[config.mk]
export PLATFORM = sky130hd
export DESIGN_NAME = fpsub_special
export DESIGN_NICKNAME = d
export VERILOG_FILES = /design/src/rtl/fpsub_pkg.sv /design/src/rtl/fpsub_classify.sv /design/src/rtl/fpsub_resolve.sv /design/src/rtl/fpsub_special.sv
export SDC_FILE = /design/constraint.sdc
export NUM_CORES = 1
export LEC_CHECK = 0
export ABC_AREA = 0
export BUFFER_PORTS_ARGS = -buffer_cell sky130_fd_sc_hd__buf_2
export CELL_PAD_IN_SITES_DETAIL_PLACEMENT = 1
export CELL_PAD_IN_SITES_GLOBAL_PLACEMENT = 2
export CORE_ASPECT_RATIO = 2
export CORE_MARGIN = 2
export CORE_UTILIZATION = 23
export CTS_BUF_LIST = sky130_fd_sc_hd__clkbuf_4 sky130_fd_sc_hd__clkbuf_8
export DETAILED_ROUTE_END_ITERATION = 10
export GPL_ROUTABILITY_DRIVEN = 0
export GPL_TIMING_DRIVEN = 0
export MAX_ROUTING_LAYER = met4
export PLACE_DENSITY_LB_ADDON = 0.1
export SLEW_MARGIN = 20
export SYNTH_ARGS = -nofsm -noshare
export SYNTH_HDL_FRONTEND = slang
export SYNTH_SLANG_ARGS = --single-unit
[constraint.sdc]
create_clock -name clk -period 0.8 [get_ports clk]
set_input_delay 0.16 -clock clk [delete_from_list [all_inputs] [get_ports clk]]
set_output_delay 0.16 -clock clk [all_outputs]
set_load 0.02 [all_outputs]
[src/rtl/fpsub_pkg.sv]
package fpsub_pkg;

    typedef enum logic [2:0] {
        CL_ZERO  = 3'd0,
        CL_NORM  = 3'd1,
        CL_DNORM = 3'd2,
        CL_INF   = 3'd3,
        CL_QNAN  = 3'd4,
        CL_SNAN  = 3'd5
    } opclass_e;

    localparam logic [1:0] RM_NEAR = 2'b00;
    localparam logic [1:0] RM_ZERO = 2'b01;
    localparam logic [1:0] RM_UP   = 2'b10;
    localparam logic [1:0] RM_DOWN = 2'b11;

endpackage

[src/rtl/fpsub_classify.sv]
module fpsub_classify
    import fpsub_pkg::*;
#(
    parameter int EXP_W  = 11,
    parameter int FRAC_W = 52,
    localparam int W     = 1 + EXP_W + FRAC_W
) (
    input  logic [W-1:0] op_i,
    output logic         sign_o,
    output opclass_e     cls_o
);

    logic [EXP_W-1:0]  exp_f;
    logic [FRAC_W-1:0] frac_f;
    logic              exp_max;
    logic              exp_min;
    logic              frac_nz;

    always_comb begin
        sign_o  = op_i[W-1];
        exp_f   = op_i[W-2 -: EXP_W];
        frac_f  = op_i[FRAC_W-1:0];
        exp_max = &exp_f;
        exp_min = ~|exp_f;
        frac_nz = |frac_f;
        if (exp_max) begin
            if (!frac_nz)               cls_o = CL_INF;
            else if (frac_f[FRAC_W-1])  cls_o = CL_QNAN;
            else                        cls_o = CL_SNAN;
        end else if (exp_min) begin
            cls_o = frac_nz ? CL_DNORM : CL_ZERO;
        end else begin
            cls_o = CL_NORM;
        end
    end

endmodule

[src/rtl/fpsub_resolve.sv]
module fpsub_resolve
    import fpsub_pkg::*;
#(
    parameter int EXP_W                 = 11,
    parameter int FRAC_W                = 52,
    localparam int W                    = 1 + EXP_W + FRAC_W,
    parameter logic [W-1:0] DEFAULT_NAN = 64'h7FF8_0000_0000_0000
) (
    input  logic [W-1:0] x_i,
    input  logic [W-1:0] y_i,
    input  opclass_e     xcls_i,
    input  opclass_e     ycls_i,
    input  logic         xs_i,
    input  logic         ys_i,
    input  logic [1:0]   rm_i,
    output logic [W-1:0] val_o,
    output logic         inv_o,
    output logic         dp_o,
    output logic         nx_o,
    output logic         ny_o
);

    logic x_fin;
    logic y_fin;
    logic x_zero;
    logic y_zero;

    always_comb begin
        x_zero = (xcls_i == CL_ZERO);
        y_zero = (ycls_i == CL_ZERO);
        x_fin  = (xcls_i == CL_NORM) || (xcls_i == CL_DNORM);
        y_fin  = (ycls_i == CL_NORM) || (ycls_i == CL_DNORM);

        val_o = '0;
        inv_o = 1'b0;
        dp_o  = 1'b0;
        nx_o  = 1'b0;
        ny_o  = 1'b0;

        if (xcls_i == CL_SNAN || ycls_i == CL_SNAN) begin
            inv_o = 1'b1;
            val_o = DEFAULT_NAN;
        end else if (xcls_i == CL_QNAN) begin
            val_o = x_i;
        end else if (ycls_i == CL_QNAN) begin
            val_o = y_i;
        end else if (xcls_i == CL_INF && ycls_i == CL_INF) begin
            if (xs_i == ys_i) begin
                inv_o = 1'b1;
                val_o = DEFAULT_NAN;
            end else begin
                val_o = x_i;
            end
        end else if (ycls_i == CL_INF) begin
            val_o = {~ys_i, {EXP_W{1'b1}}, {FRAC_W{1'b0}}};
        end else if (xcls_i == CL_INF) begin
            val_o = x_i;
        end else if (x_zero && y_zero) begin
            if (xs_i != ys_i) val_o = x_i;
            else              val_o = {(rm_i == RM_DOWN), {(W-1){1'b0}}};
        end else if (y_zero) begin
            val_o = x_i;
        end else if (x_zero) begin
            val_o = {~ys_i, y_i[W-2:0]};
        end else if (x_fin && y_fin) begin
            dp_o = 1'b1;
            nx_o = (xcls_i == CL_DNORM);
            ny_o = (ycls_i == CL_DNORM);
        end
    end

endmodule

[src/rtl/fpsub_special.sv]
module fpsub_special
    import fpsub_pkg::*;
#(
    parameter int EXP_W                 = 11,
    parameter int FRAC_W                = 52,
    localparam int W                    = 1 + EXP_W + FRAC_W,
    parameter logic [W-1:0] DEFAULT_NAN = 64'h7FF8_0000_0000_0000
) (
    input  logic         clk,
    input  logic         rst_n,
    input  logic [W-1:0] x_i,
    input  logic [W-1:0] y_i,
    input  logic [1:0]   rm_i,
    output logic [W-1:0] res_o,
    output logic         invalid_o,
    output logic         use_dp_o,
    output logic         norm_x_o,
    output logic         norm_y_o
);

    localparam int NOPS = 2;

    typedef struct packed {
        logic [W-1:0] res;
        logic         inv;
        logic         dp;
        logic         nx;
        logic         ny;
    } out_t;

    logic [W-1:0] ops    [NOPS];
    logic         sgn    [NOPS];
    opclass_e     cls    [NOPS];

    logic [W-1:0] r_val;
    logic         r_inv;
    logic         r_dp;
    logic         r_nx;
    logic         r_ny;

    out_t out_d;
    out_t out_q;

    assign ops[0] = x_i;
    assign ops[1] = y_i;

    for (genvar gi = 0; gi < NOPS; gi++) begin : g_cls
        fpsub_classify #(
            .EXP_W (EXP_W),
            .FRAC_W(FRAC_W)
        ) u_classify (
            .op_i  (ops[gi]),
            .sign_o(sgn[gi]),
            .cls_o (cls[gi])
        );
    end

    fpsub_resolve #(
        .EXP_W      (EXP_W),
        .FRAC_W     (FRAC_W),
        .DEFAULT_NAN(DEFAULT_NAN)
    ) u_resolve (
        .x_i   (x_i),
        .y_i   (y_i),
        .xcls_i(cls[0]),
        .ycls_i(cls[1]),
        .xs_i  (sgn[0]),
        .ys_i  (sgn[1]),
        .rm_i  (rm_i),
        .val_o (r_val),
        .inv_o (r_inv),
        .dp_o  (r_dp),
        .nx_o  (r_nx),
        .ny_o  (r_ny)
    );

    always_comb begin
        out_d     = '0;
        out_d.res = r_val;
        out_d.inv = r_inv;
        out_d.dp  = r_dp;
        out_d.nx  = r_nx;
        out_d.ny  = r_ny;
    end

    always_ff @(posedge clk or negedge rst_n) begin
        if (!rst_n) out_q <= '0;
        else        out_q <= out_d;
    end

    assign res_o     = out_q.res;
    assign invalid_o = out_q.inv;
    assign use_dp_o  = out_q.dp;
    assign norm_x_o  = out_q.nx;
    assign norm_y_o  = out_q.ny;

endmodule

==> results of run 1 <==
-- flip-flops by register name, indices dropped and copies added (netlist names) --
register   flops
res_o         64
invalid_o      1
norm_x_o       1
use_dp_o       1
norm_y_o       1
-- layout by cell type (no fill, tap or decap), types with 5 or more instances in the layout --
master and count:
sky130_fd_sc_hd__nor4_4 18, sky130_fd_sc_hd__dfrtp_1 68, sky130_fd_sc_hd__nand4_1 9, sky130_fd_sc_hd__nor4_1 9, sky130_fd_sc_hd__a21oi_1 9, sky130_fd_sc_hd__clkbuf_8 13, sky130_fd_sc_hd__nand3_1 5, sky130_fd_sc_hd__buf_4 21
sky130_fd_sc_hd__a221o_1 11, sky130_fd_sc_hd__a211oi_2 5, sky130_fd_sc_hd__a21o_1 7, sky130_fd_sc_hd__buf_8 6, sky130_fd_sc_hd__a22o_1 45, sky130_fd_sc_hd__nor4_2 7, sky130_fd_sc_hd__nand2_1 13, sky130_fd_sc_hd__buf_2 121
sky130_fd_sc_hd__buf_6 86
-- cell type report --
type | count | area share, %
Multi-Input combinational cell | 193 | 30.7
Timing Repair Buffer | 234 | 31.3
Buffer | 11 | 2.06
Inverter | 3 | 0.187
Clock inverter | 5 | 1.79
Clock buffer | 11 | 2.51
Sequential cell | 68 | 28.2
Tap cell | 157 | 3.26
-- final timing paths --
path	startpoint	endpoint	slack [ps]	cells after the start
setup / recovery	x_i[3]	res_o[3]	-1330	12
max in group asynchronous	rst_n	res_o[3]	80	3
hold / removal	x_i[50]	res_o[50]	30	2
min in group asynchronous	rst_n	res_o[52]	230	2
-- metal layers --
metal	vias to the layer above	wire, um	share of wire [%]
met2	142	7620	53
met1	1742	5900	41
met4	0	187	1.3
li1	1606	-	-
met5	-	0	0
met3	12	679	4.7
-- cell families after synthesis --
kind of cell / share of synthesized area (%)
DFF: 53.2
AOI/OAI and AO/OA: 24.9
and+or+nand+nor: 18.2
muxes: 0.313
adders and majority gates: 0.391
buffers and inverters: 2.90
-- critical path, delay by kind of cell --
family / cells / cell delay, ps
AOI/OAI and AO/OA: 4 / 800
buffers and inverters: 5 / 650
and+or+nand+nor: 3 / 760
-- stage by stage --
stage	cells	utilization, %	area (um^2)
finish	682	43.9	6030
CTS	680	42.8	5870
global route	682	43.9	6030
detailed placement	635	33.4	4590
floorplan	278	-	3370
global placement	634	33.2	4560
-- what timing repair did --
action                                 CTS  global route
resized for setup                      213            25
hold buffers                             2             0
pin swaps                               43            10
endpoints found under the hold margin   65             0
setup endpoints to repair              136           188
setup buffers                           25             2
cloned                                   4             1
-- power by group through the flow --
stage | combinational [mW] | clock, mW | sequential, mW
global placement | 0.720 | 0 | 3.50
floorplan | 0.0886 | 0 | 3.51
finish | 0.868 | 3.72 | 3.44
CTS | 0.835 | 3.85 | 3.44
detailed placement | 0.742 | 0 | 3.50
global route | 0.938 | 3.95 | 3.44
==> results by stage, run 1 <==
Die:
- From left edge to right edge, the die measures 87.3 um.
- The area of the placeable core is 0.0137 mm^2.
- The starting density of the core is 23.3%.
- The die area is 0.0149 mm^2.
- The floorplan has 61 rows.
- The I/O pin total is 200.
- From bottom edge to top edge, the die measures 171 um.

Synth:
- The number of flops mapped to enable cells by yosys is 0.
- After synthesis, the netlist uses 45 different library cells.
- Ranked by total cell area, the synthesized netlist is headed by sky130_fd_sc_hd__dfrtp_1 (53%), sky130_fd_sc_hd__a22o_1 (12%), sky130_fd_sc_hd__nor4_1 (6.3%), sky130_fd_sc_hd__a221o_1 (3.4%), sky130_fd_sc_hd__nand2_1 (2.0%).
- The area share of the largest cell type after synthesis is 53.2%.
- By instance count, the leading cell after synthesis is sky130_fd_sc_hd__dfrtp_1.
- The synthesized cell area is 0.00320 mm^2.
- The fraction of registers with async set or reset after synthesis is 100%.
- The average instance in the mapped netlist occupies 11.5 um^2.
- The most area-hungry cell type in the Yosys netlist is sky130_fd_sc_hd__dfrtp_1.
- The gate count of the mapped netlist is 278.
- The post-synthesis sequential element count is 68.
- Ranked by instance count, the synthesized netlist is headed by sky130_fd_sc_hd__dfrtp_1 (68), sky130_fd_sc_hd__a22o_1 (45), sky130_fd_sc_hd__nor4_1 (32), sky130_fd_sc_hd__nand2_1 (17), sky130_fd_sc_hd__a21oi_1 (12).
- The predominant post-synthesis flop cell is sky130_fd_sc_hd__dfrtp_1.
- The net count after synthesis is 411.
- For this run, the number of Yosys warnings is 0.
- The sequential-to-total area share from yosys stat is 53.2%.

Cells and area:
- From synthesis to final layout, the design area changed by 88.6%.
- The number of antenna diodes in the final layout is 0.
- At the end of the flow, the number of nets in the layout was 653.
- The area taken by flip-flops and latches is 0.00170 mm^2.
- Fill cells in the final layout number 1498.
- Cells with a size suffix above 1 make up 60.8% of the layout.
- The area taken by multi-input logic gates is 0.00185 mm^2.

Power:
- Per report_power, the clock group accounts for 46.4% of the total.
- The overall power consumption is 8.03 mW.
- The sequential power share is 42.8%.
- The switching power is 1.97 mW.
- The internal portion of the total power is 6.06 mW.
- The cell leakage power is 2.91 nW.
- The maximum vdd drop is 0.674 mV.
- The switching fraction of total power is 24.5%.
- The power density relative to cell area is 1330 mW/mm^2.
- The combinational share of power is 10.8%.

Global routing:
- The met1 routing resource usage after global routing is 23.4%.
- The total overflow left after global routing is 0.
- Entering global routing, the biggest net connects 53 pins.
- The via count of the first global-routing pass is 3889.
- Global routing used 19.4% of the available tracks.
- The global-route wire length before repair is 21200 um.
- After global routing, the most crowded layer is met2.
- The global routing met2 resource utilization is 32.8%.
- The number of antenna violations at the first check in global routing came to 0.
- The global-route track usage on met3 is 2.99%.

STA:
- Dividing the final minimum period by the clock period gives 267%.
- The count of final setup violators is 136.
- For this run, the top clock speed supported by timing is 469 MHz.
- Setup repair after global routing could not meet its margin everywhere.
- The max-slew violation count is 0.
- The post-route minimum period is 2130 ps.
- The slew at the pin closest to its max-slew limit is 590 ps.
- The post-route worst setup slack is -1330 ps.
- The post-route worst hold slack is 29.2 ps.
- Adding up every negative setup slack in the final design gives -99280 ps.
- The count of final hold-check violations came to 0.
- Headroom to the max-slew limit came out at 60.6%.

Run status:
- The checks that failed: negative setup slack.
- The flow ran to the end, but the final reports show violations.

Clock network:
- The tree is rooted in a sky130_fd_sc_hd__clkbuf_8.
- The TritonCTS clock tree is done.
- The clock edge transition at the registers on the reported setup and hold paths is 80 ps.
- The number of H-tree levels is 3.
- TritonCTS created 9 clock buffers.
- The number of buffers on the longest clock path is 2.
- The TritonCTS sink count is 68.

Routing:
- The violation count after the first detailed-route iteration is 115.
- The detailed-route vias per instance is 5.13.
- The count of TritonRoute iterations in the first routing pass is 4.
- After detailed routing, the number of remaining DRC violations is 0.
- For this block, the routed nets add up to 14400 um of wire.
- The routed layout has 3502 vias.
- The final routed wire length divided by cell count is 21.1 um.
- The detail route stage leaves a number of antenna-violating nets equal to 0.

Run:
- The number of maximum-capacitance constraint violations is 0.

Critical path:
- The cell with the largest stage delay on the worst path is sky130_fd_sc_hd__nor4_4.
- The arrival time of data at the critical path endpoint is 2370 ps.
- The data required time at the worst endpoint is 1040 ps.
- The signal on the critical path passes through buf_2, nor4_4, nand3_2, nor4_4, buf_4, buf_6, a211oi_2, o211a_1, o21ba_4, buf_8, buf_6, a22o_1.
- Along the worst path, the maximum fanout reaches 4.
- The element type at the critical path end is a flip-flop.
- The highest cell delay on the worst timing path is 330 ps.
- By startpoint and endpoint, the worst setup path is classified as in2reg.
- The startpoint type of the worst setup path is an input pin.

Placement:
- Once detailed placement completed, the half-perimeter wirelength came to 10400 um.
- The count of port buffers added during placement is 199.
- The worst slack at placement is -2330 ps.

Min path:
- The worst hold path class is in2reg.
No activity file was read; power rests on OpenSTA's default activity.
==> run 2, diff against run 1 <==
ABC_AREA = 1   (was 0)
REMOVE_ABC_BUFFERS = 1   (was default)
==> results by stage, run 2 <==
Power:
- The fraction of power consumed by the clock network was 39.4% (-7.0 points).
- The cell leakage power is 4.84 nW (+66%).
- The switching power is 2.27 mW (+16%).
- The overall power consumption is 7.72 mW (-3.9%).
- The sequential power share is 44.5% (+1.7 points).
- The combinational share of power is 16.1% (+5.3 points).
- The switching fraction of total power is 29.5% (+5.0 points).
- The cell-internal power was 5.44 mW (-10%).
- The power density relative to cell area was 822 mW/mm^2 (-38%).
- The maximum vdd drop came to 0.511 mV (-24%).

Global routing:
- The global-route wire length before repair is 45500 um (+110%).
- The number of antenna violations at the first check in global routing is 1 (+1).
- The largest net degree at the start of global routing came to 42 (-21%).
- The via count of the first global-routing pass is 7470 (+92%).
- The total global routing overflow came to 0 (unchanged).
- The overall global routing resource usage is 26.0% (+6.6 points).

Routing:
- The violation count after the first detailed-route iteration is 234 (+100%).
- The detailed-route wire length was 30900 um (+110%).
- The count of TritonRoute iterations in the first routing pass is 5 (+1).
- The detailed-route vias per instance is 4.90 (-4.5%).
- The final routed wire length divided by cell count is 22.5 um (+6.6%).
- The vias after detailed routing is 6739 (+92%).
- The post-detailed-route count of antenna-violating nets is 0 (unchanged).
- The DRC violation count after routing is 0 (unchanged).

Run status:
- The run finished, with violations left.
- The final reports fail on negative hold slack, negative setup slack.

Clock network:
- The TritonCTS sink count is 68 (unchanged).
- The tree is rooted in a sky130_fd_sc_hd__clkbuf_8.
- TritonCTS built the clock tree.
- The number of H-tree levels is 3 (unchanged).
- The clock edge transition at the registers on the reported setup and hold paths came to 90 ps (about the same).
- The number of buffers on the longest clock path was 2 (unchanged).
- The number of buffers created by CTS was 9 (unchanged).

Critical path:
- The data required time at the worst endpoint came to 1070 ps (+30 ps).
- The arrival time of data at the critical path endpoint is 2030 ps (-340 ps).
- The worst-path maximum fanout is 6 (+2).
- STA classifies the critical path endpoint as a flip-flop.
- The startpoint type of the worst setup path is an input pin.
- The worst setup path is of the in2reg kind.

Cells and area:
- The post-layout instance count excluding filler cells is 1374 (+100%).
- The fraction of layout instances using a drive strength above 1 came to 45.7% (-15 points).
- The top cell types in the final layout, fill and taps aside, are sky130_fd_sc_hd__nand2_1 (149), sky130_fd_sc_hd__buf_6 (105), sky130_fd_sc_hd__buf_2 (97).
- The number of flip-flops in the largest register is 64 (unchanged).
- Compared with the post-synthesis result, the final layout area differs by 77.8%.
- The post-route standard cell area excluding fillers is 0.00938 mm^2 (+56%).
- The most common cell after layout, fill and taps aside is sky130_fd_sc_hd__nand2_1.
- The number of nets in the layout is 1223 (+87%).

Synth:
- The synthesized area per cell is 6.43 um^2 (-44%).
- The commonest cells after synthesis are sky130_fd_sc_hd__nand2_1 (182), sky130_fd_sc_hd__nor2_1 (130), sky130_fd_sc_hd__o21ai_0 (80), sky130_fd_sc_hd__nand3_1 (77), sky130_fd_sc_hd__inv_1 (70).
- The predominant post-synthesis flop cell is sky130_fd_sc_hd__dfrtp_1.
- The number of flops mapped to enable cells by yosys is 0 (unchanged).
- The number of unique standard cell types used by synthesis is 33 (-27%).
- The synthesized cell area is 0.00528 mm^2 (+65%).
- The fraction of registers with async set or reset after synthesis is 100% (unchanged).
- The warning count from the yosys run is 0 (unchanged).
- The most instantiated library cell after synthesis is sky130_fd_sc_hd__nand2_1.
- The gate count of the mapped netlist is 821 (+200%).
- The post-synthesis sequential element count is 68 (unchanged).
- Summed over all instances, the cell type with the most area after synthesis is sky130_fd_sc_hd__dfrtp_1.
- By area the synthesized netlist is led by sky130_fd_sc_hd__dfrtp_1 (32%), sky130_fd_sc_hd__nand2_1 (13%), sky130_fd_sc_hd__nor2_1 (9.2%), sky130_fd_sc_hd__o21ai_0 (7.6%), sky130_fd_sc_hd__nand3_1 (7.3%).
- The area share of the largest cell type after synthesis is 32.2% (-21 points).
- The sequential-to-total area share from yosys stat is 32.2% (-21 points).

STA:
- The worst slew margin relative to its limit is 63.3% (+2.6 points).
- The max-slew violation count is 0 (unchanged).
- The portion of the clock cycle consumed by the worst path in the final layout is 221% (-46 points).
- The slew at the pin closest to its max-slew limit came to 551 ps (-38.9 ps).
- The post-route minimum period was 1770 ps (-367 ps).
- The count of final setup violators is 136 (unchanged).
- The total negative slack for setup checks is -77710 ps (+21560 ps).
- The count of final hold-check violations is 33 (+33).
- Setup repair after global routing could not meet its margin everywhere.
- The post-route worst setup slack is -965 ps (+367 ps).
- The highest clock frequency the design can meet is 566 MHz (+21%).
- The post-route worst hold slack is -268 ps (-297 ps).

Placement:
- The number of placed cells counting well taps was 1253 (+97%).
- The cell area after placement came to 0.00647 mm^2 (+41%).
- The detailed placer's ending HPWL is 17000 um (+63%).
- The count of port buffers added during placement is 199 (unchanged).

Run:
- The number of maximum-capacitance constraint violations is 0 (unchanged).

Die:
- The die area is 0.0242 mm^2 (+63%).
- The horizontal die dimension is 111 um (+27%).
- The area of the placeable core is 0.0226 mm^2 (+65%).
- The total number of placement rows was 78 (+28%).
- The die height is 218 um (+28%).
- The starting density of the core is 23.3% (+0.049 points).
- The I/O pin total came to 200 (unchanged).

Min path:
- The worst hold path belongs to the class in2async.
[run 2: cell count changes in the layout (fill, tap and decap cells not counted), sizes merged, moves of 22 or more]
cell	delta
a22o	-45
nor2	+130
nand3	+72
nor4	-34
a21o	+22
nand2	+178
o21ai	+131
buf	+52
inv	+79
[run 2: worst paths after layout]
kind                              to     from
setup / recovery           res_o[51]   x_i[0]
hold / removal             res_o[46]    rst_n
max in group asynchronous  res_o[37]    rst_n
min in group clk           res_o[55]  x_i[55]
[run 2: layout make-up]
type,count,area [um^2]
clock inverters,3,40.0
well taps,280,350
flip-flops and latches,68,1700
repair buffers,293,2850
multi-input cells,635,3850
diodes,1,2.50
repair inverters,5,72.6
clock buffers,11,139
fillers,2740,13300
inverters,78,370
[run 2: cells by family (layout without fill, tap and decap cells)]
family / Yosys count / after routing / share of synthesized area [%]
adder cells (fa/ha/maj): 1 / 1 / 0.237
flip-flops: 68 / 68 / 32.2
AO/OA/AOI/OAI: 192 / 192 / 20.8
multiplexers: 3 / 3 / 0.569
other: 0 / 1 / 0
buffers and inverters: 130 / 390 / 11.2
AND/OR/NAND/NOR: 427 / 439 / 34.9
[run 2: per-stage QoR]
stage          util (%)  worst slack, ps
6_report           41.4             -965
5_1_grt            41.4            -1080
4_1_cts            38.9             -963
3_5_place_dp       28.6            -3140
3_3_place_gp       27.9            -4570
2_1_floorplan         -            -2320
[run 2: critical path, stage by stage]
cell                       delay [ps]
sky130_fd_sc_hd__buf_6            100
sky130_fd_sc_hd__or2_0            210
sky130_fd_sc_hd__nor2_1           130
sky130_fd_sc_hd__nand2_2           80
sky130_fd_sc_hd__nor2_4           170
sky130_fd_sc_hd__nand2_4          100
sky130_fd_sc_hd__nor2_4           130
sky130_fd_sc_hd__buf_12           130
sky130_fd_sc_hd__inv_8             40
sky130_fd_sc_hd__a21oi_4          140
sky130_fd_sc_hd__buf_12           140
sky130_fd_sc_hd__buf_8            130
sky130_fd_sc_hd__buf_16           130
sky130_fd_sc_hd__o21ai_2           50
sky130_fd_sc_hd__o211ai_1          90
sky130_fd_sc_hd__nand3_1          110
[run 2: power groups by stage]
stage	Combinational (mW)	Clock, mW	Sequential (mW)
2_1_floorplan	0.249	0	3.51
3_3_place_gp	0.928	0	3.51
3_5_place_dp	0.943	0	3.51
4_1_cts	1.12	3.17	3.44
5_1_grt	1.37	3.31	3.44
6_report	1.24	3.04	3.44
[run 2: timing repair]
item	CTS	global route
endpoints found under the hold margin	33	33
gates resized for setup	333	123
pin swaps	60	67
setup buffers	59	24
setup endpoints to repair	136	136
cloned	25	2
[run 2: layer usage]
metal / track usage (%) / wire length, um
met1: 25.0 / 10800
met2: 51.1 / 17700
met3: 3.85 / 1020
met4: 10.9 / 1390
met5: - / 0
==> run 3, diff against run 2 <==
clock period = 1.61 ns   (was 0.8 ns; I/O delays follow)
==> results by stage, run 3 (same netlist as run 2, synthesis figures left out) <==
Clock network:
- TritonCTS built the clock tree.
- The clock edge transition at the registers on the reported setup and hold paths came to 80 ps (about the same).
- The TritonCTS sink count was 68 (unchanged).
- The number of buffers created by CTS is 9 (unchanged).
- The number of buffers on the longest clock path is 2 (unchanged).
- The tree is rooted in a sky130_fd_sc_hd__clkbuf_8.
- The number of H-tree levels is 3 (unchanged).

Power:
- The cell leakage power is 4.62 nW (-4.5%).
- The fraction of power consumed by the clock network was 39.8% (+0.4 points).
- The combinational share of power is 15.0% (-1.1 points).
- The cell-internal power is 2.68 mW (-51%).
- The power density relative to cell area came to 442 mW/mm^2 (-46%).
- The sequential power share came to 45.3% (+0.8 points).
- The switching fraction of total power is 28.9% (-0.52 points).
- The switching power is 1.09 mW (-52%).
- The maximum vdd drop came to 0.250 mV (-51%).

Routing:
- The violation count after the first detailed-route iteration is 181 (-23%).
- The detailed-route vias per instance is 4.86 (-0.94%).
- The vias after detailed routing is 6593 (-2.2%).
- The count of TritonRoute iterations in the first routing pass is 4 (-1).
- The final routed wire length divided by cell count is 21.7 um (-3.5%).
- The detailed-route wire length was 29400 um (-4.6%).
- The DRC violation count after routing was 0 (unchanged).
- The post-detailed-route count of antenna-violating nets is 0 (unchanged).

Placement:
- The number of placed cells counting well taps is 1253 (unchanged).
- The count of port buffers added during placement was 199 (unchanged).
- The worst slack at placement came to -2490 ps (+648 ps).
- The detailed placer's ending HPWL is 17000 um (unchanged).

Min path:
- The worst hold path belongs to the class in2reg.
- For hold timing, the worst endpoint is res_o[56].
- The number of cells on the worst hold path is 3.
- The start point of the worst min-delay path is x_i[56].

STA:
- The post-route worst setup slack is -352 ps (+614 ps).
- The highest clock frequency the design can meet is 510 MHz.
- The max-slew violation count came to 0 (unchanged).
- The count of final hold-check violations is 0 (-100%).
- The slew at the pin closest to its max-slew limit was 543 ps (-8.07 ps).
- The post-route minimum period is 1960 ps.
- Setup repair after global routing could not meet its margin everywhere.
- The worst slew margin relative to its limit is 63.8% (+0.54 points).
- The count of final setup violators is 64 (-53%).
- The post-route worst hold slack came to 208 ps (+476 ps).
- In the finished design, the share of the clock period the worst path needs comes to 122%.

Die:
- The die height is 218 um (unchanged).
- The horizontal die dimension came to 111 um (unchanged).
- The area of the placeable core is 0.0226 mm^2 (unchanged).
- The die area is 0.0242 mm^2 (unchanged).
- The I/O pin total is 200 (unchanged).
- The starting density of the core is 23.3% (unchanged).
- The total number of placement rows is 78 (unchanged).

Global routing:
- The via count of the first global-routing pass is 7299 (-2.3%).
- The overall global routing resource usage came to 25.3% (-0.73 points).
- The number of antenna violations at the first check in global routing is 2 (+1).
- The total global routing overflow came to 0 (unchanged).
- The global-route wire length before repair is 44200 um (-2.9%).
- The largest net degree at the start of global routing is 46 (+9.5%).

Cells and area:
- The number of nets in the layout came to 1205 (-1.5%).
- The layout overhead on the synthesized area is 61.7%.
- The fill cell instance count of the final layout came to 2831 (+3.3%).
- The post-layout instance count excluding filler cells was 1357 (-1.2%).
- Leaving out fill and tap cells, the most frequent cell in the layout is sky130_fd_sc_hd__buf_2.
- The number of flip-flops in the largest register came to 64 (unchanged).
- The fraction of layout instances using a drive strength above 1 is 41.0% (-4.7 points).
- In the layout the commonest cells are sky130_fd_sc_hd__buf_2 (171), sky130_fd_sc_hd__nand2_1 (156), sky130_fd_sc_hd__nor2_1 (91).

Run:
- The number of maximum-capacitance constraint violations is 0 (unchanged).

Critical path:
- The data required time at the worst endpoint was 1880 ps (+810 ps).
- The arrival time of data at the critical path endpoint came to 2240 ps (+210 ps).
- The worst setup path is launched from an input pin.
- The setup path with the least slack is of type in2reg.
- The worst setup path is captured at a flip-flop.
- The worst-path maximum fanout is 5 (-1).

Run status:
- The flow ran to the end, but the final reports show violations.
- The checks that failed: negative setup slack.
-- run 3: power groups by stage --
stage / clock [mW] / sequential [mW] / combinational, mW
3_5_place_dp: 0 / 1.74 / 0.469
5_1_grt: 1.63 / 1.71 / 0.630
6_report: 1.50 / 1.71 / 0.565
4_1_cts: 1.58 / 1.71 / 0.557
2_1_floorplan: 0 / 1.74 / 0.124
3_3_place_gp: 0 / 1.74 / 0.461
-- run 3: repair_timing --
action / 4_1_cts / 5_1_grt
resized for setup: 182 / 65
pin swaps: 60 / 59
endpoints found under the hold margin: 33 / 0
setup endpoints to repair: 68 / 66
hold buffers: 1 / 0
gates cloned: 23 / 2
setup buffers: 55 / 10
-- run 3: worst max path at each step --
stage / startpoint / endpoint / slack, ps / cells after the start
floorplan: x_i[1] / res_o[10] / -1680 / 13
global placement: x_i[38] / res_o[51] / -3920 / 13
detailed placement: y_i[58] / res_o[10] / -2490 / 12
CTS: x_i[14] / res_o[18] / -310 / 17
global route: x_i[0] / res_o[51] / -430 / 16
finish: x_i[0] / res_o[54] / -350 / 14
-- run 3: area by class of cell --
type                       count  area (um^2)  share of cell area, %
timing repair inverter         3         36.3                  0.425
multi-input combinational    635         3640                   42.6
sequential                    68         1700                   19.9
clock inverter                 3         40.0                  0.469
inverter                      78          382                   4.47
antenna                        2         5.00                 0.0586
tap                          280          350                   4.10
clock buffer                  11          139                   1.63
timing repair buffer         277         2240                   26.3
-- run 3: stage by stage --
step,utilization (%),setup TNS [ps],power [mW],area [um^2]
finish,37.7,-16710,3.77,8540
global route,37.7,-22760,3.97,8540
CTS,36.5,-14350,3.84,8260
detailed placement,28.6,-142550,2.21,6470
global placement,27.9,-260270,2.20,6320
floorplan,-,-92050,1.87,4980
-- run 3: critical path, cell delays in order --
cell and delay [ps]:
sky130_fd_sc_hd__buf_6 100, sky130_fd_sc_hd__or2_0 210, sky130_fd_sc_hd__nor2_1 130, sky130_fd_sc_hd__nand2_2 80
sky130_fd_sc_hd__nor2_4 180, sky130_fd_sc_hd__nand2_4 100, sky130_fd_sc_hd__buf_4 150, sky130_fd_sc_hd__inv_2 60
sky130_fd_sc_hd__nor2_4 60, sky130_fd_sc_hd__nand2_4 100, sky130_fd_sc_hd__nand2_8 110, sky130_fd_sc_hd__nor3_4 340
sky130_fd_sc_hd__clkbuf_16 210, sky130_fd_sc_hd__nand3_1 80
-- run 3: routing by layer --
layer | part of all wire [%] | up-vias | global-route usage [%] | routed length (um)
met3 | 3.9 | 67 | 3.72 | 1160
li1 | - | 3168 | - | -
met1 | 35 | 3162 | 24.2 | 10200
met4 | 5.5 | 0 | 13.3 | 1610
met2 | 56 | 196 | 48.4 | 16500
met5 | 0 | - | - | 0
